===== config.mk =====
export PLATFORM = sky130hd
export DESIGN_NAME = vctl_port_decoder
export DESIGN_NICKNAME = d
export VERILOG_FILES = /design/src/rtl/vctl_pkg.sv /design/src/rtl/vctl_regbank.sv /design/src/rtl/vctl_cmd_track.sv /design/src/rtl/vctl_mem_port.sv /design/src/rtl/vctl_status.sv /design/src/rtl/vctl_port_decoder.sv
export SDC_FILE = /design/constraint.sdc
export NUM_CORES = 1
export LEC_CHECK = 0
export ABC_AREA = 1
export BUFFER_PORTS_ARGS = -buffer_cell sky130_fd_sc_hd__buf_2
export CAP_MARGIN = 20
export CORE_MARGIN = 2
export CORE_UTILIZATION = 47
export CTS_CLUSTER_SIZE = 20
export DETAILED_ROUTE_END_ITERATION = 8
export PLACE_DENSITY = 0.72
export SLEW_MARGIN = 20
export SYNTH_ARGS = -nofsm -noshare
export SYNTH_HDL_FRONTEND = slang
export SYNTH_SLANG_ARGS = --single-unit

===== constraint.sdc =====
create_clock -name clk -period 1.82 [get_ports clk]
set_input_delay 0.182 -clock clk [delete_from_list [all_inputs] [get_ports clk]]
set_output_delay 0.182 -clock clk [all_outputs]
set_load 0.05 [all_outputs]

===== src/rtl/vctl_pkg.sv =====
`timescale 1ns/1ps
package vctl_pkg;
  localparam int CODE_W   = 6;
  localparam int WORD_W   = 16;
  localparam int REG_W    = 8;
  localparam int NUM_W    = 5;
  localparam int LO_W     = 14;
  localparam int MODE_REG = 1;
  localparam int MODE_BIT = 2;
  localparam int DMA_BIT  = 4;
  localparam int STEP_REG = 15;
  localparam int SKIP_A   = 8;
  localparam int SKIP_B   = 9;
  localparam logic [5:0] STAT_HDR = 6'b001101;

  typedef enum logic [2:0] {
    TGT_NONE, TGT_VRAM_WR, TGT_VRAM_RD, TGT_VRAM_BRD,
    TGT_PAL_WR, TGT_PAL_RD, TGT_SCRL_WR, TGT_SCRL_RD
  } tgt_e;

  function automatic tgt_e decode_code(input logic [CODE_W-1:0] c);
    case (c)
      6'b000001: return TGT_VRAM_WR;
      6'b000000: return TGT_VRAM_RD;
      6'b001100: return TGT_VRAM_BRD;
      6'b000011: return TGT_PAL_WR;
      6'b001000: return TGT_PAL_RD;
      6'b000101: return TGT_SCRL_WR;
      6'b000100: return TGT_SCRL_RD;
      default:   return TGT_NONE;
    endcase
  endfunction
endpackage


===== src/rtl/vctl_regbank.sv =====
`timescale 1ns/1ps
module vctl_regbank
  import vctl_pkg::*;
#(
  parameter int NREG = 24
) (
  input  logic                  clk,
  input  logic                  rst,
  input  logic                  we,
  input  logic [NUM_W-1:0]      num,
  input  logic [REG_W-1:0]      val,
  output logic [NREG*REG_W-1:0] regs_flat
);
  logic [REG_W-1:0] r [NREG];
  logic main_mode;

  assign main_mode = r[MODE_REG][MODE_BIT];

  for (genvar i = 0; i < NREG; i++) begin : g_reg
    localparam bit LOCKABLE = (i == SKIP_A) || (i == SKIP_B);
    always_ff @(posedge clk) begin
      if (rst) begin
        r[i] <= '0;
      end else if (we && num == NUM_W'(i) && !(LOCKABLE && main_mode)) begin
        r[i] <= val;
      end
    end
    assign regs_flat[i*REG_W +: REG_W] = r[i];
  end
endmodule


===== src/rtl/vctl_cmd_track.sv =====
`timescale 1ns/1ps
module vctl_cmd_track
  import vctl_pkg::*;
#(
  parameter int ADDR_W = 16
) (
  input  logic              clk,
  input  logic              rst,
  input  logic              ctrl_wr,
  input  logic [WORD_W-1:0] cw,
  input  logic              acc,
  input  logic              srd,
  input  logic              dma_en,
  input  logic [REG_W-1:0]  step,
  output logic [CODE_W-1:0] code,
  output logic [ADDR_W-1:0] addr,
  output logic              pending,
  output logic              reg_we,
  output logic [NUM_W-1:0]  reg_num,
  output logic [REG_W-1:0]  reg_val
);
  localparam int HI_W = ADDR_W - LO_W;

  assign reg_we  = ctrl_wr && !pending && (cw[15:14] == 2'b10);
  assign reg_num = cw[8 +: NUM_W];
  assign reg_val = cw[REG_W-1:0];

  always_ff @(posedge clk) begin
    if (rst) begin
      code    <= '0;
      addr    <= '0;
      pending <= 1'b0;
    end else if (ctrl_wr) begin
      if (pending) begin
        code[5]             <= cw[7] & dma_en;
        code[4:2]           <= cw[6:4];
        addr[ADDR_W-1:LO_W] <= cw[HI_W-1:0];
        pending             <= 1'b0;
      end else if (!reg_we) begin
        code[1:0]      <= cw[15:14];
        addr[LO_W-1:0] <= cw[LO_W-1:0];
        pending        <= 1'b1;
      end
    end else if (acc) begin
      addr    <= addr + ADDR_W'(step);
      pending <= 1'b0;
    end else if (srd) begin
      pending <= 1'b0;
    end
  end
endmodule


===== src/rtl/vctl_mem_port.sv =====
`timescale 1ns/1ps
module vctl_mem_port
  import vctl_pkg::*;
#(
  parameter int ADDR_W = 16,
  parameter int IDX_W  = 6
) (
  input  logic              clk,
  input  logic              rst,
  input  logic              do_wr,
  input  logic              do_rd,
  input  logic [CODE_W-1:0] code,
  input  logic [ADDR_W-1:0] addr,
  input  logic [WORD_W-1:0] wdata,
  output logic              vram_we,
  output logic              vram_re,
  output logic              vram_byte,
  output logic              pal_we,
  output logic              pal_re,
  output logic              scrl_we,
  output logic              scrl_re,
  output logic [ADDR_W-1:0] mem_addr,
  output logic [WORD_W-1:0] mem_wdata
);
  tgt_e tgt;
  logic word_ram;

  assign tgt      = decode_code(code);
  assign word_ram = (tgt == TGT_PAL_WR) || (tgt == TGT_PAL_RD) ||
                    (tgt == TGT_SCRL_WR) || (tgt == TGT_SCRL_RD);

  always_ff @(posedge clk) begin
    if (rst) begin
      vram_we   <= 1'b0;
      vram_re   <= 1'b0;
      vram_byte <= 1'b0;
      pal_we    <= 1'b0;
      pal_re    <= 1'b0;
      scrl_we   <= 1'b0;
      scrl_re   <= 1'b0;
      mem_addr  <= '0;
      mem_wdata <= '0;
    end else begin
      vram_we   <= do_wr && (tgt == TGT_VRAM_WR);
      vram_re   <= do_rd && ((tgt == TGT_VRAM_RD) || (tgt == TGT_VRAM_BRD));
      vram_byte <= do_rd && (tgt == TGT_VRAM_BRD);
      pal_we    <= do_wr && (tgt == TGT_PAL_WR);
      pal_re    <= do_rd && (tgt == TGT_PAL_RD);
      scrl_we   <= do_wr && (tgt == TGT_SCRL_WR);
      scrl_re   <= do_rd && (tgt == TGT_SCRL_RD);
      if (do_wr || do_rd) begin
        mem_addr <= word_ram ? ADDR_W'(addr[IDX_W:1]) : addr;
      end
      if (do_wr) begin
        mem_wdata <= wdata;
      end
    end
  end
endmodule


===== src/rtl/vctl_status.sv =====
`timescale 1ns/1ps
module vctl_status
  import vctl_pkg::*;
(
  input  logic              clk,
  input  logic              rst,
  input  logic              srd,
  input  logic              col_evt,
  input  logic [3:0]        flags_hi,
  input  logic [4:0]        flags_lo,
  output logic              col_q,
  output logic [WORD_W-1:0] stat_word
);
  always_ff @(posedge clk) begin
    if (rst) begin
      col_q     <= 1'b0;
      stat_word <= '0;
    end else begin
      col_q <= col_evt | (col_q & ~srd);
      if (srd) begin
        stat_word <= {STAT_HDR, flags_hi, col_q, flags_lo};
      end
    end
  end
endmodule


===== src/rtl/vctl_port_decoder.sv =====
`timescale 1ns/1ps
module vctl_port_decoder
  import vctl_pkg::*;
#(
  parameter int NREG   = 24,
  parameter int ADDR_W = 16,
  parameter int IDX_W  = 6
) (
  input  logic                  clk,
  input  logic                  rst,
  input  logic                  ctrl_wr,
  input  logic [15:0]           ctrl_wdata,
  input  logic                  stat_rd,
  input  logic                  data_wr,
  input  logic                  data_rd,
  input  logic [15:0]           data_wdata,
  input  logic                  fifo_empty,
  input  logic                  fifo_full,
  input  logic                  vint_pend,
  input  logic                  spr_ovf,
  input  logic                  spr_col_evt,
  input  logic                  odd_frame,
  input  logic                  vblank,
  input  logic                  hblank,
  input  logic                  dma_busy,
  input  logic                  tv50_mode,
  output logic [15:0]           stat_word,
  output logic [NREG*REG_W-1:0] cfg_regs,
  output logic                  vram_we,
  output logic                  vram_re,
  output logic                  vram_byte,
  output logic                  pal_we,
  output logic                  pal_re,
  output logic                  scrl_we,
  output logic                  scrl_re,
  output logic [ADDR_W-1:0]     mem_addr,
  output logic [15:0]           mem_wdata
);
  logic              do_wr, do_rd, acc, srd;
  logic              reg_we;
  logic [NUM_W-1:0]  reg_num;
  logic [REG_W-1:0]  reg_val;
  logic [CODE_W-1:0] cmd_code;
  logic [ADDR_W-1:0] cmd_addr;
  logic              cmd_pending;
  logic [REG_W-1:0]  step_val;
  logic              dma_en;
  logic              col_sticky;

  assign do_wr    = !ctrl_wr && data_wr;
  assign do_rd    = !ctrl_wr && !data_wr && data_rd;
  assign acc      = do_wr || do_rd;
  assign srd      = stat_rd && !ctrl_wr && !data_wr && !data_rd;
  assign step_val = cfg_regs[STEP_REG*REG_W +: REG_W];
  assign dma_en   = cfg_regs[MODE_REG*REG_W + DMA_BIT];

  vctl_regbank #(.NREG(NREG)) u_regs (
    .clk(clk), .rst(rst), .we(reg_we), .num(reg_num), .val(reg_val),
    .regs_flat(cfg_regs)
  );

  vctl_cmd_track #(.ADDR_W(ADDR_W)) u_cmd (
    .clk(clk), .rst(rst), .ctrl_wr(ctrl_wr), .cw(ctrl_wdata), .acc(acc),
    .srd(srd), .dma_en(dma_en), .step(step_val), .code(cmd_code),
    .addr(cmd_addr), .pending(cmd_pending), .reg_we(reg_we),
    .reg_num(reg_num), .reg_val(reg_val)
  );

  vctl_mem_port #(.ADDR_W(ADDR_W), .IDX_W(IDX_W)) u_mem (
    .clk(clk), .rst(rst), .do_wr(do_wr), .do_rd(do_rd), .code(cmd_code),
    .addr(cmd_addr), .wdata(data_wdata), .vram_we(vram_we),
    .vram_re(vram_re), .vram_byte(vram_byte), .pal_we(pal_we),
    .pal_re(pal_re), .scrl_we(scrl_we), .scrl_re(scrl_re),
    .mem_addr(mem_addr), .mem_wdata(mem_wdata)
  );

  vctl_status u_stat (
    .clk(clk), .rst(rst), .srd(srd), .col_evt(spr_col_evt),
    .flags_hi({fifo_empty, fifo_full, vint_pend, spr_ovf}),
    .flags_lo({odd_frame, vblank, hblank, dma_busy, tv50_mode}),
    .col_q(col_sticky), .stat_word(stat_word)
  );
endmodule


==> key figures <==
Status
  • Status: complete, but fails checks
  • Violated checks: negative setup slack

Routing
  • Vias: 8882
  • Post-Route WL: 31.38 mm
  • 1st-pass router iterations: 5
  • DRT antenna net count: 0
  • Via/cell ratio: 5.191
  • DR DRC count: 0
  • Starting DRT DRC Count: 747
  • Routed len/inst: 18.34 µm

CTS
  • Num CTS Buffers: 27
  • H-tree depth: 1
  • CTS tree: done
  • Longest Clk Path Bufs: 3
  • Sink Count: 266
  • Root Buffer: clkbuf_16
  • Worst skew pair latency: 0.53 ns
  • Clock transition at the registers of the reported paths: roughly 0.07 ns

Worst setup path
  • Reg2reg end: u_cmd.addr[6]$_SDFFE_PP0P_
  • Crit path from: u_regs.r[1][56]$_SDFFCE_PN0P_
  • Reg2reg start: u_regs.r[1][56]$_SDFFCE_PN0P_
  • Reg2Reg Setup Slack: -0.07 ns
  • Most used cell, CP: nand2_1
  • CP Cell Sequence: ha_2 -> fa_2 -> nand2_1 -> nand2_1 -> nand3_1 -> nand2_2 -> or2_4 -> nand3_2 -> o211ai_1 -> nand2_1 -> inv_1
  • Crit Path Max Fanout: 4
  • Worst reg2reg path depth: 11
  • CP startpoint kind: flop
  • CP Class: reg -> reg
  • Worst path slowest cell: edfxtp_1
  • Crit path buf inv count: 1
  • Critical Path Max Stage Delay: a little over 0.4 ns
  • Crit path required time: 2.25 ns
  • CP arrival: between 2 and 2.5 ns
  • Setup crit end kind: flop
  • Cell family with most CP delay: simple AND/OR/NAND/NOR gates

Synth
  • Cell taking the most area after synthesis: edfxtp_1
  • Top-area cell type share of the netlist area: 0.5378
  • Mapped cell area: 0.01072 mm²
  • Yosys reg bits: 266
  • Top_reg_cell synth: edfxtp_1
  • Sequential fraction of the synthesis area: 0.6759
  • Simple-gate portion of the synthesized area: 0.1908
  • Async set or reset register ratio after synthesis: 0
  • Ys Warns: 0
  • Adder-Cell Fraction of Synth Area: 0.01120
  • Post-synthesis xor/xnor area fraction: 0.003268
  • Synth area leaders: edfxtp_1 54%, dfxtp_1 14%, nor2_1 8.9%, nand2_1 4.8%, o21ai_0 3.2%
  • Number of flops mapped to enable cells by yosys: between 150 and 200
  • Cell variety after synth: 39
  • Post-Synthesis Cells: 1035
  • Post-synthesis mux area share: 0
  • Largest family of logic cells by synthesized area: simple AND/OR/NAND/NOR gates
  • Syn Area/Cell: 10.36 µm²
  • Compound-gate portion of the synthesized area: 0.06792

STA
  • FMAX: between 500 and 600 MHz
  • Setup Skew: 0.007254 ns
  • Final Hold Fails: 0
  • Max Slew Vio Count: 0
  • Setup TNS: -0.1208 ns
  • RSZ-0062 raised after global routing: true
  • Min Tclk post-route: roughly 1.9 ns
  • Worst-margin pin slew: ~0.52 ns
  • # setup viols final: 3
  • Period Utilization, post-route: 1.039
  • Final worst setup slack: -0.07028 ns
  • Hold Slack: 0.01619 ns
  • Worst slew margin: 0.6488

Finish
  • Layout cells sized above 1: 0.3174
  • Final nets: 1460
  • Final Util: 0.6367
  • Area Growth Syn to Fin: 33.63%
  • Design Area, Final: 0.01433 mm²

Worst hold path
  • Hold path cells: 3
  • Worst hold path type: in -> reg
  • Worst Hold Launch: ctrl_wdata[0]
  • WHS Endpoint: u_cmd.addr[14]$_SDFFE_PP0P_

GRT
  • M3 GR Usage: 0.05209
  • M2 GR Usage: 0.4385
  • Initial antenna violation count: 1
  • Met1 usage: 0.3216
  • GRT Total Usage: 0.2526
  • Total grt overflow: 0
  • First-pass GRT wire length: approximately 47 mm
  • Largest net degree at the start of global routing: 75
  • Most Crowded Layer GR: met2
  • Vias in the first global route: 8549

Place
  • Post-DP HPWL: 21.64 mm
  • Placed inst area: about 0.013 mm²
  • PortBufs: 291
  • RD Place Congestion: 0.8987

Pwr
  • Power, Total: between 0.01 and 0.015 W
  • VDD IR max: about 0.67 mV
  • LEAKAGE: 6.475 nW
  • Power Dens Cells: 1031 mW/mm²

Die
  • Die width: 155.0 µm
  • I/O Pins: about 300
  • Die Span Y: 155.0 µm
  • Die area: 0.02404 mm²
  • Num rows: 55
  • Core ar.: 0.02250 mm²
  • Starting Density: 0.4765

Flow run
  • MaxCap Viol Count: 0
-- per-layer routing --
layer  part of all wire  up-vias
met5                  0        -
met3              0.093       61
met1               0.39     4135
met2               0.49      483
li1                   -     4203
met4              0.024        0
-- Yosys cell counts (2+ instances only) --
master and number:
nor2_1 255, edfxtp_1 192, nand2_1 138, dfxtp_1 74
inv_1 73, o21ai_0 68, a21oi_1 53, nand3_1 44
clkbuf_1 33, nand4_1 10, buf_4 8, ha_1 8
nor3_1 8, buf_2 7, inv_2 6, o21bai_1 6
nor2_2 5, or2_2 5, buf_1 4, nor4_1 4
and2_1 3, clkinv_1 3, nand3_2 3, nand4_2 3
o31ai_1 3, nand3b_1 2, nor4_2 2, o211ai_1 2
xnor2_1 2, xor2_1 2
-- state kept, by name, summed over array words and instances (netlist names), 6 cells and up --
name              flops
u_mem.mem_addr       16
u_cmd.code            6
u_mem.mem_wdata      16
u_cmd.addr           16
u_stat.stat_word     11
u_regs.r            192
-- area by class of cell --
class / instances / area, µm²
sequential: 266 / 7248
inverter: 82 / 310.3
clock inverter: 20 / 242.7
fill: 1758 / 8175
multi-input combinational: 637 / 3118
clock buffer: 30 / 686.9
tap: 285 / 356.6
timing repair buffer: 389 / 2360
antenna: 2 / 5.005
-- through the flow --
stage / cells / worst slack, ns
after floorplan: 1037 / -0.2321
after CTS: 1705 / -0.01049
after global routing: 1709 / -0.1533
after detailed placement: 1622 / -0.04990
final: 1711 / -0.07028
after global placement: 1622 / 0.009131
-- timing repair --
item	4_1_cts	5_1_grt
gates resized for setup	2	21
setup endpoints to repair	5	206
hold buffers	32	0
endpoints found under the hold margin	33	0
pin swaps	0	5
setup buffers	1	4
-- worst max-delay path by stage --
stage          slack (ns)  cells past startpoint                    endpoint
3_3_place_gp        0.009                     10  u_cmd.addr[8]$_SDFFE_PP0P_
2_1_floorplan       -0.23                     11  u_cmd.addr[6]$_SDFFE_PP0P_
3_5_place_dp        -0.05                     10  u_cmd.addr[8]$_SDFFE_PP0P_
4_1_cts             -0.01                     11  u_cmd.addr[6]$_SDFFE_PP0P_
5_1_grt             -0.15                     10  u_cmd.addr[8]$_SDFFE_PP0P_
6_report            -0.07                     11  u_cmd.addr[6]$_SDFFE_PP0P_
-- cell families after synthesis --
group,after synthesis
buffers and inverters,134
xor gates and xnor gates,4
AOI/OAI and AO/OA,136
other,1
DFF,266
adders and majority gates,9
and+or+nand+nor,485
-- report_power, final --
group	switching, W	total (W)	internal, W	leakage (nW)
sequential	0.000143	0.00687	0.00673	2.61
clock	0.00235	0.00580	0.00345	0.440
combinational	0.00156	0.00211	0.000554	3.43
total	0.00405	0.0148	0.0107	6.48
-- tightest hold or removal path: stages --
cell and delay [ns]:
buf_2 0.13, a21oi_1 0.07, a21oi_1 0.13
-- cells in the final DEF, fill, tap and decap left out, drive strengths merged, types with 6 or more instances in the layout --
cell	instances
a21oi	54
buf	357
clkbuf	30
clkinv	9
dfxtp	74
dlygate4sd3	32
edfxtp	192
ha	8
inv	83
nand2	139
nand3	47
nand4	13
nor2	261
nor3	9
nor4	6
o21ai	68
o21bai	6
No activity file was read; power rests on OpenSTA's default activity.
